$ cat src/rtl/dma_chain_pkg.sv
package dma_chain_pkg;

  localparam int REG_W = 32;

  // register indexes on the configuration port
  localparam logic [2:0] IDX_CTRL  = 3'd0;
  localparam logic [2:0] IDX_IEN   = 3'd1;
  localparam logic [2:0] IDX_ISTS  = 3'd2;
  localparam logic [2:0] IDX_DESC  = 3'd3;
  localparam logic [2:0] IDX_CHAN  = 3'd4;

  // bit positions that software and descriptors rely on
  localparam int BIT_ENABLE = 0;
  localparam int BIT_SRST   = 8;
  localparam int BIT_RUN    = 7;
  localparam int BIT_DIR    = 22;
  localparam int BIT_FMT    = 30;
  localparam int BIT_LAST   = 31;

  typedef enum logic [3:0] {
    EV_NONE      = 4'd0,
    EV_UNDER     = 4'd1,
    EV_OVER      = 4'd2,
    EV_DESC_ERR  = 4'd3,
    EV_DATA_ERR  = 4'd4,
    EV_EARLY_END = 4'd5,
    EV_SUCCESS   = 4'd15
  } evCode_e;

  // strobes from control to datapath
  typedef struct packed {
    logic startChain;
    logic loadFlags;
    logic loadBuf;
    logic loadBranch;
    logic loadByte;
    logic stepByte;
    logic followBranch;
  } dpStrobe_t;

endpackage

$ cat src/rtl/dma_regs.sv
module dma_regs
  import dma_chain_pkg::*;
#(
  parameter int AddrW = 32
) (
  input  logic                  clk,
  input  logic                  rst,
  input  logic                  cfgWrEn,
  input  logic [2:0]            cfgAddr,
  input  logic [REG_W-1:0]      cfgWrData,
  output logic [REG_W-1:0]      cfgRdData,
  input  logic                  busy,
  input  logic                  doneStrobe,
  input  logic [3:0]            doneCode,
  output logic                  startPulse,
  output logic                  softRst,
  output logic                  dirP2M,
  output logic [AddrW-1:0]      descPtr,
  output logic                  irqOut
);

  logic             enableQ, irqEnQ, irqStsQ, dirQ;
  logic [3:0]       eventQ;
  logic [AddrW-1:0] descPtrQ;
  logic             wrCtrl, wrIen, wrSts, wrDesc, wrChan;
  logic             unusedWrBits;

  assign wrCtrl = cfgWrEn && (cfgAddr == IDX_CTRL);
  assign wrIen  = cfgWrEn && (cfgAddr == IDX_IEN);
  assign wrSts  = cfgWrEn && (cfgAddr == IDX_ISTS);
  assign wrDesc = cfgWrEn && (cfgAddr == IDX_DESC);
  assign wrChan = cfgWrEn && (cfgAddr == IDX_CHAN);

  assign softRst    = wrCtrl && cfgWrData[BIT_SRST];
  assign startPulse = wrChan && cfgWrData[BIT_RUN] && enableQ && !busy && !softRst;
  assign unusedWrBits = ^cfgWrData;

  always_ff @(posedge clk) begin
    if (rst) begin
      enableQ  <= 1'b0;
      irqEnQ   <= 1'b0;
      irqStsQ  <= 1'b0;
      dirQ     <= 1'b0;
      eventQ   <= EV_NONE;
      descPtrQ <= '0;
    end else begin
      if (wrCtrl) enableQ  <= cfgWrData[BIT_ENABLE];
      if (wrIen)  irqEnQ   <= cfgWrData[0];
      if (wrDesc) descPtrQ <= cfgWrData[AddrW-1:0];
      if (softRst) begin
        irqStsQ <= 1'b0;
        eventQ  <= EV_NONE;
      end else begin
        if (doneStrobe) begin
          irqStsQ <= 1'b1;
          eventQ  <= doneCode;
        end else if (wrSts && cfgWrData[0]) begin
          irqStsQ <= 1'b0;
        end
        if (wrChan && !busy) begin
          dirQ   <= cfgWrData[BIT_DIR];
          eventQ <= EV_NONE;
        end
      end
    end
  end

  always_comb begin
    cfgRdData = '0;
    unique case (cfgAddr)
      IDX_CTRL: cfgRdData[BIT_ENABLE] = enableQ;
      IDX_IEN:  cfgRdData[0] = irqEnQ;
      IDX_ISTS: cfgRdData[0] = irqStsQ;
      IDX_DESC: cfgRdData[AddrW-1:0] = descPtrQ;
      IDX_CHAN: begin
        cfgRdData[BIT_DIR] = dirQ;
        cfgRdData[BIT_RUN] = busy;
        cfgRdData[3:0]     = eventQ;
      end
      default: cfgRdData = '0;
    endcase
  end

  assign dirP2M  = dirQ;
  assign descPtr = descPtrQ;
  assign irqOut  = irqStsQ & irqEnQ;

  // a completion always leaves the status bit set
  a_r6_done_sets_status: assert property (@(posedge clk) disable iff (rst)
    (doneStrobe && !softRst) |=> irqStsQ);

  // a chain only begins while enabled
  a_r12_start_needs_enable: assert property (@(posedge clk) disable iff (rst)
    $rose(busy) |-> enableQ);

  // direction cannot move under an active chain
  a_r11_dir_frozen: assert property (@(posedge clk) disable iff (rst)
    (busy && $past(busy)) |-> $stable(dirQ));

endmodule

$ cat src/rtl/dma_datapath.sv
module dma_datapath
  import dma_chain_pkg::*;
#(
  parameter int AddrW  = 32,
  parameter int CountW = 16
) (
  input  logic              clk,
  input  logic              rst,
  input  dpStrobe_t         st,
  input  logic              dirP2M,
  input  logic [AddrW-1:0]  descPtr,
  input  logic [REG_W-1:0]  memRdata,
  input  logic [7:0]        rxData,
  output logic              fmtOk,
  output logic              lastDesc,
  output logic              countZero,
  output logic              remainOne,
  output logic [AddrW-1:0]  curDesc,
  output logic [AddrW-1:0]  bufAddr,
  output logic [7:0]        byteLatch
);

  localparam int Lanes = REG_W / 8;
  localparam int LaneW = $clog2(Lanes);

  logic [AddrW-1:0]  curDescQ, bufQ, branchQ;
  logic [CountW-1:0] remainQ;
  logic              fmtQ, lastQ;
  logic [7:0]        byteQ, byteIn;
  logic [7:0]        lane [Lanes];
  logic              unusedFlagBits;

  for (genvar g = 0; g < Lanes; g++) begin : g_lane
    assign lane[g] = memRdata[8*g +: 8];
  end

  assign byteIn = dirP2M ? rxData : lane[bufQ[LaneW-1:0]];
  assign unusedFlagBits = ^memRdata[BIT_FMT-1:CountW];

  always_ff @(posedge clk) begin
    if (rst) begin
      curDescQ <= '0;
      bufQ     <= '0;
      branchQ  <= '0;
      remainQ  <= '0;
      fmtQ     <= 1'b0;
      lastQ    <= 1'b0;
      byteQ    <= '0;
    end else begin
      if (st.startChain)   curDescQ <= descPtr;
      if (st.followBranch) curDescQ <= branchQ;
      if (st.loadFlags) begin
        remainQ <= memRdata[CountW-1:0];
        fmtQ    <= memRdata[BIT_FMT];
        lastQ   <= memRdata[BIT_LAST];
      end
      if (st.loadBuf)    bufQ    <= memRdata[AddrW-1:0];
      if (st.loadBranch) branchQ <= memRdata[AddrW-1:0];
      if (st.loadByte)   byteQ   <= byteIn;
      if (st.stepByte) begin
        bufQ    <= bufQ + AddrW'(1);
        remainQ <= remainQ - CountW'(1);
      end
    end
  end

  assign fmtOk     = fmtQ;
  assign lastDesc  = lastQ;
  assign countZero = (remainQ == '0);
  assign remainOne = (remainQ == CountW'(1));
  assign curDesc   = curDescQ;
  assign bufAddr   = bufQ;
  assign byteLatch = byteQ;

endmodule

$ cat src/rtl/dma_ctrl.sv
module dma_ctrl
  import dma_chain_pkg::*;
#(
  parameter int AddrW = 32
) (
  input  logic              clk,
  input  logic              rst,
  input  logic              softRst,
  input  logic              startPulse,
  input  logic              dirP2M,
  input  logic              memAck,
  input  logic              memErr,
  input  logic              txReady,
  input  logic              rxValid,
  input  logic              perEnd,
  input  logic              fmtOk,
  input  logic              lastDesc,
  input  logic              countZero,
  input  logic              remainOne,
  input  logic [AddrW-1:0]  curDesc,
  input  logic [AddrW-1:0]  bufAddr,
  input  logic [7:0]        byteLatch,
  output logic              busy,
  output logic              doneStrobe,
  output logic [3:0]        doneCode,
  output dpStrobe_t         st,
  output logic              memReq,
  output logic              memWe,
  output logic [AddrW-1:0]  memAddr,
  output logic [3:0]        memBe,
  output logic [REG_W-1:0]  memWdata,
  output logic              txValid,
  output logic [7:0]        txData,
  output logic              rxReady
);

  typedef enum logic [3:0] {
    S_IDLE, S_FLAGS, S_BUF, S_BRANCH, S_RD, S_TX, S_RX, S_WR, S_NEXT
  } state_e;

  state_e stateQ, stateD;
  logic [AddrW-1:0] wordAddr;

  assign wordAddr = {bufAddr[AddrW-1:2], 2'b00};
  assign busy     = (stateQ != S_IDLE);

  always_comb begin
    stateD     = stateQ;
    st         = '0;
    doneStrobe = 1'b0;
    doneCode   = EV_NONE;
    memReq     = 1'b0;
    memWe      = 1'b0;
    memAddr    = curDesc;
    memBe      = 4'hF;
    memWdata   = {4{byteLatch}};
    txValid    = 1'b0;
    txData     = byteLatch;
    rxReady    = 1'b0;

    unique case (stateQ)
      S_IDLE: if (startPulse) begin
        st.startChain = 1'b1;
        stateD = S_FLAGS;
      end
      S_FLAGS: begin
        memReq = 1'b1;
        if (memAck) begin
          if (memErr) begin
            doneStrobe = 1'b1; doneCode = EV_DESC_ERR; stateD = S_IDLE;
          end else begin
            st.loadFlags = 1'b1; stateD = S_BUF;
          end
        end
      end
      S_BUF: begin
        if (!fmtOk) begin
          doneStrobe = 1'b1; doneCode = EV_DESC_ERR; stateD = S_IDLE;
        end else begin
          memReq  = 1'b1;
          memAddr = curDesc + AddrW'(4);
          if (memAck) begin
            if (memErr) begin
              doneStrobe = 1'b1; doneCode = EV_DESC_ERR; stateD = S_IDLE;
            end else begin
              st.loadBuf = 1'b1; stateD = S_BRANCH;
            end
          end
        end
      end
      S_BRANCH: begin
        memReq  = 1'b1;
        memAddr = curDesc + AddrW'(8);
        if (memAck) begin
          if (memErr) begin
            doneStrobe = 1'b1; doneCode = EV_DESC_ERR; stateD = S_IDLE;
          end else begin
            st.loadBranch = 1'b1;
            if (countZero)   stateD = S_NEXT;
            else if (dirP2M) stateD = S_RX;
            else             stateD = S_RD;
          end
        end
      end
      S_RD: begin
        memReq  = 1'b1;
        memAddr = wordAddr;
        if (memAck) begin
          if (memErr) begin
            doneStrobe = 1'b1; doneCode = EV_DATA_ERR; stateD = S_IDLE;
          end else begin
            st.loadByte = 1'b1; stateD = S_TX;
          end
        end
      end
      S_TX: begin
        txValid = 1'b1;
        if (txReady) begin
          st.stepByte = 1'b1;
          stateD = remainOne ? S_NEXT : S_RD;
        end
      end
      S_RX: begin
        rxReady = 1'b1;
        if (rxValid) begin
          st.loadByte = 1'b1; stateD = S_WR;
        end
      end
      S_WR: begin
        memReq  = 1'b1;
        memWe   = 1'b1;
        memAddr = wordAddr;
        memBe   = 4'b0001 << bufAddr[1:0];
        if (memAck) begin
          if (memErr) begin
            doneStrobe = 1'b1; doneCode = EV_DATA_ERR; stateD = S_IDLE;
          end else begin
            st.stepByte = 1'b1;
            stateD = remainOne ? S_NEXT : S_RX;
          end
        end
      end
      S_NEXT: begin
        if (lastDesc) begin
          doneStrobe = 1'b1; doneCode = EV_SUCCESS; stateD = S_IDLE;
        end else begin
          st.followBranch = 1'b1; stateD = S_FLAGS;
        end
      end
      default: stateD = S_IDLE;
    endcase

    // peripheral end while active overrides anything else this cycle
    if (stateQ != S_IDLE && perEnd) begin
      st         = '0;
      doneStrobe = 1'b1;
      doneCode   = EV_EARLY_END;
      stateD     = S_IDLE;
    end
  end

  always_ff @(posedge clk) begin
    if (rst)          stateQ <= S_IDLE;
    else if (softRst) stateQ <= S_IDLE;
    else              stateQ <= stateD;
  end

  // a memory request is held with a steady address until answered
  a_r3_req_hold: assert property (@(posedge clk) disable iff (rst)
    (memReq && !memAck && !softRst && !perEnd) |=> (memReq && $stable(memAddr)));

  // an offered transmit byte stays put until taken
  a_r4_tx_hold: assert property (@(posedge clk) disable iff (rst)
    (txValid && !txReady && !softRst && !perEnd) |=> (txValid && $stable(txData)));

  // peripheral end terminates an active chain on the next edge
  a_r10_early_stop: assert property (@(posedge clk) disable iff (rst)
    (busy && perEnd && !softRst) |=> !busy);

  // receive writes never spill into neighbouring lanes
  a_r5_write_lane: assert property (@(posedge clk) disable iff (rst)
    (memReq && memWe) |-> ($countones(memBe) == 1 && memAddr[1:0] == 2'b00));

endmodule

$ cat src/rtl/dma_chain_engine.sv
module dma_chain_engine
  import dma_chain_pkg::*;
#(
  parameter int AddrW  = 32,
  parameter int CountW = 16
) (
  input  logic              clk,
  input  logic              rst,
  input  logic              cfgWrEn,
  input  logic [2:0]        cfgAddr,
  input  logic [31:0]       cfgWrData,
  output logic [31:0]       cfgRdData,
  output logic              irq,
  output logic              memReq,
  output logic              memWe,
  output logic [AddrW-1:0]  memAddr,
  output logic [3:0]        memBe,
  output logic [31:0]       memWdata,
  input  logic [31:0]       memRdata,
  input  logic              memAck,
  input  logic              memErr,
  output logic              txValid,
  output logic [7:0]        txData,
  input  logic              txReady,
  input  logic              rxValid,
  input  logic [7:0]        rxData,
  output logic              rxReady,
  input  logic              perEnd
);

  dpStrobe_t        st;
  logic             busy, doneStrobe, startPulse, softRst, dirP2M;
  logic [3:0]       doneCode;
  logic [AddrW-1:0] descPtr, curDesc, bufAddr;
  logic             fmtOk, lastDesc, countZero, remainOne;
  logic [7:0]       byteLatch;

  dma_regs #(.AddrW(AddrW)) u_regs (
    .clk(clk), .rst(rst), .cfgWrEn(cfgWrEn), .cfgAddr(cfgAddr),
    .cfgWrData(cfgWrData), .cfgRdData(cfgRdData), .busy(busy),
    .doneStrobe(doneStrobe), .doneCode(doneCode), .startPulse(startPulse),
    .softRst(softRst), .dirP2M(dirP2M), .descPtr(descPtr), .irqOut(irq)
  );

  dma_datapath #(.AddrW(AddrW), .CountW(CountW)) u_dp (
    .clk(clk), .rst(rst), .st(st), .dirP2M(dirP2M), .descPtr(descPtr),
    .memRdata(memRdata), .rxData(rxData), .fmtOk(fmtOk), .lastDesc(lastDesc),
    .countZero(countZero), .remainOne(remainOne), .curDesc(curDesc),
    .bufAddr(bufAddr), .byteLatch(byteLatch)
  );

  dma_ctrl #(.AddrW(AddrW)) u_ctrl (
    .clk(clk), .rst(rst), .softRst(softRst), .startPulse(startPulse),
    .dirP2M(dirP2M), .memAck(memAck), .memErr(memErr), .txReady(txReady),
    .rxValid(rxValid), .perEnd(perEnd), .fmtOk(fmtOk), .lastDesc(lastDesc),
    .countZero(countZero), .remainOne(remainOne), .curDesc(curDesc),
    .bufAddr(bufAddr), .byteLatch(byteLatch), .busy(busy),
    .doneStrobe(doneStrobe), .doneCode(doneCode), .st(st), .memReq(memReq),
    .memWe(memWe), .memAddr(memAddr), .memBe(memBe), .memWdata(memWdata),
    .txValid(txValid), .txData(txData), .rxReady(rxReady)
  );

endmodule

$ cat config.mk
export PLATFORM = sky130hd
export DESIGN_NAME = dma_chain_engine
export DESIGN_NICKNAME = d
export VERILOG_FILES = /design/src/rtl/dma_chain_pkg.sv /design/src/rtl/dma_regs.sv /design/src/rtl/dma_datapath.sv /design/src/rtl/dma_ctrl.sv /design/src/rtl/dma_chain_engine.sv
export SDC_FILE = /design/constraint.sdc
export NUM_CORES = 1
export LEC_CHECK = 0
export ABC_AREA = 1
export CAP_MARGIN = 15
export CORE_ASPECT_RATIO = 1.4
export CORE_UTILIZATION = 29
export CTS_CLUSTER_DIAMETER = 60
export CTS_CLUSTER_SIZE = 14
export DETAILED_ROUTE_END_ITERATION = 12
export PLACE_DENSITY = 0.6
export SYNTH_ARGS = -nofsm -noshare
export SYNTH_HDL_FRONTEND = slang
export SYNTH_SLANG_ARGS = --single-unit
$ cat constraint.sdc
create_clock -name clk -period 2 [get_ports clk]
set_clock_uncertainty 0.05 [all_clocks]
set_input_delay 0.4 -clock clk [delete_from_list [all_inputs] [get_ports clk]]
set_output_delay 0.4 -clock clk [all_outputs]
set_load 0.1 [all_outputs]
======== Word level (Yosys, flattened, before mapping) ========
Cells that the tools add are included.
operators by class
  add/sub/neg operators ................... 4
  $lt $le $gt $ge ......................... 1
  equality and inequality tests ........... 21
  shift-type cells ........................ 1
  mux-type cells .......................... 76
  bitwise operators ....................... 3
  reductions and logical operators ........ 31
operators by type and width
  cell                     count
  $mux W32                 5
  $pmux W32 S3             1
  $mux W4                  19
  $pmux W4 S9              1
  $add A32 B1 Y32 const B  1
  $add A32 B3 Y32 const B  1
  $add A32 B4 Y32 const B  1
  $mux W16                 2
  $mux W1                  24
  $mux W8                  3
  $bmux W8 S2              1
  $eq A16 B1 Y1 const B    1
  $eq A4 B3 Y1 const B     4
  $logic_not A16 Y1        1
  $pmux W4 S4              1
  $sub A16 B1 Y16 const B  1
  $mux W14                 1
  $ne A2 B2 Y1 const B     7
  $logic_and A1 B1 Y1      13
  $mux W2                  5
  $pmux W1 S2              5
  $mux W3                  3
  $mux W9                  1
  $eq A4 B2 Y1 const B     2
  other kinds (25)         33
storage, ports and cells
  register bits after elaboration ......... 166
  input bits .............................. 83
  output and inout port bits .............. 113
  logic and storage cells ................. 151

======== Depth between registers and ports, before layout ========
  depth in word-level cells ............... 11
  gate-level depth with buffers ........... 13
  gate-level depth less buffers ........... 12

======== Modules after synthesis ========
From an unflattened synthesis, not the netlist that was laid out.
second synthesis, totals
  cells, all modules ...................... 1812
  area total of the unflattened synthesis .. 10974.3 um2
modules (own cells, without submodules)
  module        instances  cells each  area each (um2)  seq. area each (um2)
  dma_datapath  1          959         6437.4           2442.3
  dma_ctrl      1          542         2618.8           80.1
  dma_regs      1          311         1918.1           800.8

======== Least setup slack after synthesis ========
OpenSTA, ideal clock, no wires.
  path kind ............................... input port to output port
  from .................................... input port cfgAddr[0]
  to ...................................... output port cfgRdData[3]
  arrival ................................. 3166 ps
  data required time ...................... 1550 ps
  slack ................................... -1616 ps
  cell stages on the path ................. 5
  path buffers ............................ 1
  cell sequence ........................... inv_1 -> nor3_1 -> inv_1 -> clkbuf_1 -> o21ai_0
between the ends
  word-level cells in the longest chain between the ends .. 2
  elaborated cells between the ends (all ways) .. 3
  those cells by class .................... eq/ne (2); mux (1)
ends and longest elaborated chain
  element                                       line                    text
  start: declaration                            dma_chain_engine.sv:10  input logic [2:0] cfgAddr,
  $eq A3 B3 Y1 or $eq A3 B2 Y1 (tied branches)  dma_regs.sv:70          unique case (cfgAddr)
  $pmux W3 S2 *                                 dma_regs.sv:70
  end: declaration                              dma_chain_engine.sv:12  output logic [31:0] cfgRdData,
Mark *: on every way between the ends. The rest lies on a longest branch, timed or not.

======== Final worst setup path ========
  from .................................... register u_ctrl.stateQ[2]
  to ...................................... output port memAddr[26]
between the ends
  word-level cells in the longest chain between the ends .. 3
  elaborated cells between the ends (all ways) .. 6
  those cells by class .................... eq/ne (4); mux (1); reduce/logical (1)
ends and longest elaborated chain
  element                            line                    text
  start: declaration                 dma_ctrl.sv:41          state_e stateQ, stateD;
  start signal: assignment           dma_ctrl.sv:165         else stateQ <= stateD;
  $eq A4 B3 Y1                       dma_ctrl.sv:61          unique case (stateQ)
  $reduce_or A2 Y1 (no source line)  -
  $pmux W32 S3 *                     dma_ctrl.sv:61
  end: declaration                   dma_chain_engine.sv:16  output logic [AddrW-1:0] memAddr,
Marked as above.

==> results.sh <==
export IMPL_status="finished with violations"
export IMPL_violations="negative setup slack"
export IMPL_yosys_warnings=0
export IMPL_overflow=0
export IMPL_numCtsBuffers=17
export IMPL_leakagePower_nw=8.37
export IMPL_antenna_found_initial=1
export IMPL_drt_iter0_markers=1118
export IMPL_gp_congestion=0.993
export IMPL_timing_rr_start="u_ctrl.stateQ[1]"
export IMPL_power_share_sequential=0.431
export IMPL_dp_cells=2642
export IMPL_grt_max_degree=46
export IMPL_mostFrequentLayoutCell="nand2_1"
export IMPL_critPathArrivalTime_ns=2.21
export IMPL_syn_area_per_cell_um2=6.00
export IMPL_tritoncts="done"
export IMPL_synth_area_leaders="dfxtp_1, nand2_1, o21ai_0"
export IMPL_drive_above_1_share=0.385
export IMPL_finalHoldViolations=0
export IMPL_tns_ns=-62.03
export IMPL_post_place_ws_ns=-0.349
export IMPL_synth_ff_type="dfxtp_1"
export IMPL_power_switching_mw=2.32
export IMPL_drcViolationCount=0
export IMPL_synth_cell_types=44
export IMPL_critPathSlowestCell="dfxtp_4"
export IMPL_syn2layout_area_growth_pct=82.7
export IMPL_die_h_um=234
export IMPL_firstDrtPassIters=6
export IMPL_sw_frac_of_total=0.298
export IMPL_setup_viol=171
export IMPL_synth_seq_area_share=0.297
export IMPL_grt_use_met2=0.446
export IMPL_p_comb_frac=0.141
export IMPL_synth_seq_cells=166
export IMPL_met1_usage=0.281
export IMPL_power_density_mw_per_mm2=382
export IMPL_min_period_ns=2.66
export IMPL_grt_pass1_vias=13300
export IMPL_required_ns=1.55
export IMPL_io_buffers=195
export IMPL_synth_nets=1957
export IMPL_async_flop_share=0
export IMPL_rsz0062_at_grt="true"
export IMPL_worstHoldStart="cfgAddr[0]"
export IMPL_ant_nets=0
export IMPL_clock_sinks=166
export IMPL_worst_pin_slew_ns=0.560
export IMPL_dp_hpwl_um=38700
export IMPL_die_area_mm2=0.0394
export IMPL_clock_path_buffers=2
export IMPL_viasPerCell=5.22
export IMPL_internal_power_mw=5.48
export IMPL_syn_inst=1865
export IMPL_dieWidth_um=168
export IMPL_critPathCaptureType="primary output"
export IMPL_grtUsageTotal=0.254
export IMPL_relSlewSlack=0.627
export IMPL_fp_row_count=84
export IMPL_crit_start="u_ctrl.stateQ[2]"
export IMPL_fin_nets=2390
export IMPL_wire_per_inst_um=19.8
export IMPL_cts_root_buf="clkbuf_16"
export IMPL_path_clk_slew_ns=0.07
export IMPL_fin_total_pwr_mw=7.80
export IMPL_cts_hold_buffers_added=0
export IMPL_routed_wl_um=55200
export IMPL_htree_levels=4
export IMPL_use_met3=0.0370
export IMPL_diodes=0
export IMPL_worst_path_largest_cell_delay_ns=0.44
export IMPL_drv_cap=0
export IMPL_route_vias_total=14500
export IMPL_grt_pass1_wl_um=75600
export IMPL_start_util=0.296
export IMPL_hold_class="input port to register"
export IMPL_mostFrequentLayoutCells="nand2_1, nor2_1, buf_4, inv_1"
export IMPL_top_usage_layer="met2"
export IMPL_utilization=0.542
export IMPL_synth_edf_count=0
export IMPL_critPathMaxFanout=5
export IMPL_ios=196
export IMPL_start_kind="register"
export IMPL_worstSkewPairLatency_ns=0.46
export IMPL_period_share=1.33
export IMPL_fin_ws_ns=-0.658
export IMPL_crit_top_cell="buf_6"
export IMPL_syn_area_mm2=0.0112
export IMPL_core_mm2=0.0377
export IMPL_path_class="register to primary output"
export IMPL_irDropWorstVdd_mv=0.420
export IMPL_crit_chain="inv_4 -> buf_6 -> nor2_4 -> nand2_2 -> nand2_4 -> buf_6 -> buf_16 -> nand2_1 -> nand4_1 -> buf_12"
export IMPL_synth_top_area_share=0.297
export IMPL_clkPwrFrac=0.428
export IMPL_stdcell_count=2784
export IMPL_clock_fmax_ghz=0.376
export IMPL_yosys_area_top_type="dfxtp_1"
export IMPL_drv_slew=0
==> power by group through the flow <==
stage | sequential (mW) | clock (mW) | combinational, mW
2_1_floorplan | 3.43 | 0 | 0.401
3_3_place_gp | 3.44 | 0 | 0.923
3_5_place_dp | 3.45 | 0 | 0.923
4_1_cts | 3.36 | 3.37 | 0.952
5_1_grt | 3.37 | 3.51 | 1.15
6_report | 3.36 | 3.34 | 1.10
==> worst paths after layout <==
kind | end | slack [ns] | cells after the start
min | u_regs.irqEnQ | 0.34 | 4
min reg2reg | u_dp.branchQ[18] | 0.40 | 2
max | memAddr[26] | -0.66 | 10
max reg2reg | u_dp.curDesc[30] | -0.44 | 17
==> cells in the mapped netlist (4+ instances only) <==
cell type / instances
ha_1: 9
buf_4: 37
o21ai_0: 203
nor2_4: 8
o21ai_1: 5
nand4_1: 28
o22ai_1: 9
nand2_2: 8
xor2_1: 10
buf_2: 21
buf_1: 4
xnor2_1: 4
inv_1: 207
nand2_1: 460
or2_2: 4
nor2_1: 263
nand3b_1: 17
buf_6: 12
a21oi_1: 133
nor3_1: 10
nand3_1: 155
nor2_2: 7
dfxtp_1: 166
clkbuf_1: 45
o211ai_1: 5
inv_2: 8
==> state kept, by name (all words and copies together) (netlist names), 4 cells and up <==
name and count:
u_dp.branchQ 32, u_dp.bufAddr 32, u_dp.curDesc 32, u_regs.descPtr 32, u_dp.remainQ 16, u_dp.byteLatch 8
u_ctrl.stateQ 4, u_regs.eventQ 4
==> per-stage QoR <==
| step | hold slack, ns | cell area [um2] |
|---|---|---|
| 6_report | 0.342 | 20400 |
| 3_5_place_dp | 0.386 | 16600 |
| 2_1_floorplan | 0.375 | 11800 |
| 4_1_cts | 0.397 | 18200 |
| 5_1_grt | 0.364 | 20400 |
| 3_3_place_gp | 0.381 | 16600 |
==> worst max-delay path: cells and delay by family, from the launching register on <==
kind | cells | cell delay (ns)
simple gates | 5 | 0.66
buf+inv | 5 | 0.62
flops | 1 | 0.44
==> layer usage <==
metal  up-vias  part of all wire
met5         -           0.00025
met4         2             0.073
met3       179             0.051
met2       563              0.50
met1      6914              0.38
li1       6872                 -
==> cell families (layout without fill, tap and decap cells) <==
kind of cell / count (synthesis) / count (layout) / synth area share
xor+xnor: 14 / 14 / 0.0110
compound gates: 371 / 371 / 0.173
fa+ha+maj: 9 / 9 / 0.0101
simple gates: 969 / 969 / 0.373
buf+inv: 336 / 782 / 0.136
flops: 166 / 166 / 0.297
==> cell type report <==
class	instances	area, um2
fill	3422	17300
multi-input combinational	1363	8260
timing repair buffer	530	6700
sequential	166	3370
inverter	217	897
tap	473	592
clock buffer	17	425
clock inverter	15	155
timing repair inverter	3	26.3
==> timing repair <==
| item | in CTS | in global routing |
|---|---|---|
| gates resized for setup | 196 | 428 |
| gates cloned | 5 | 29 |
| buffers inserted | 46 | 44 |
| endpoints found under the hold margin | 0 | 0 |
| setup endpoints to repair | 73 | 175 |
| pin swaps | 54 | 124 |
Power figures use the tool's default switching activity.
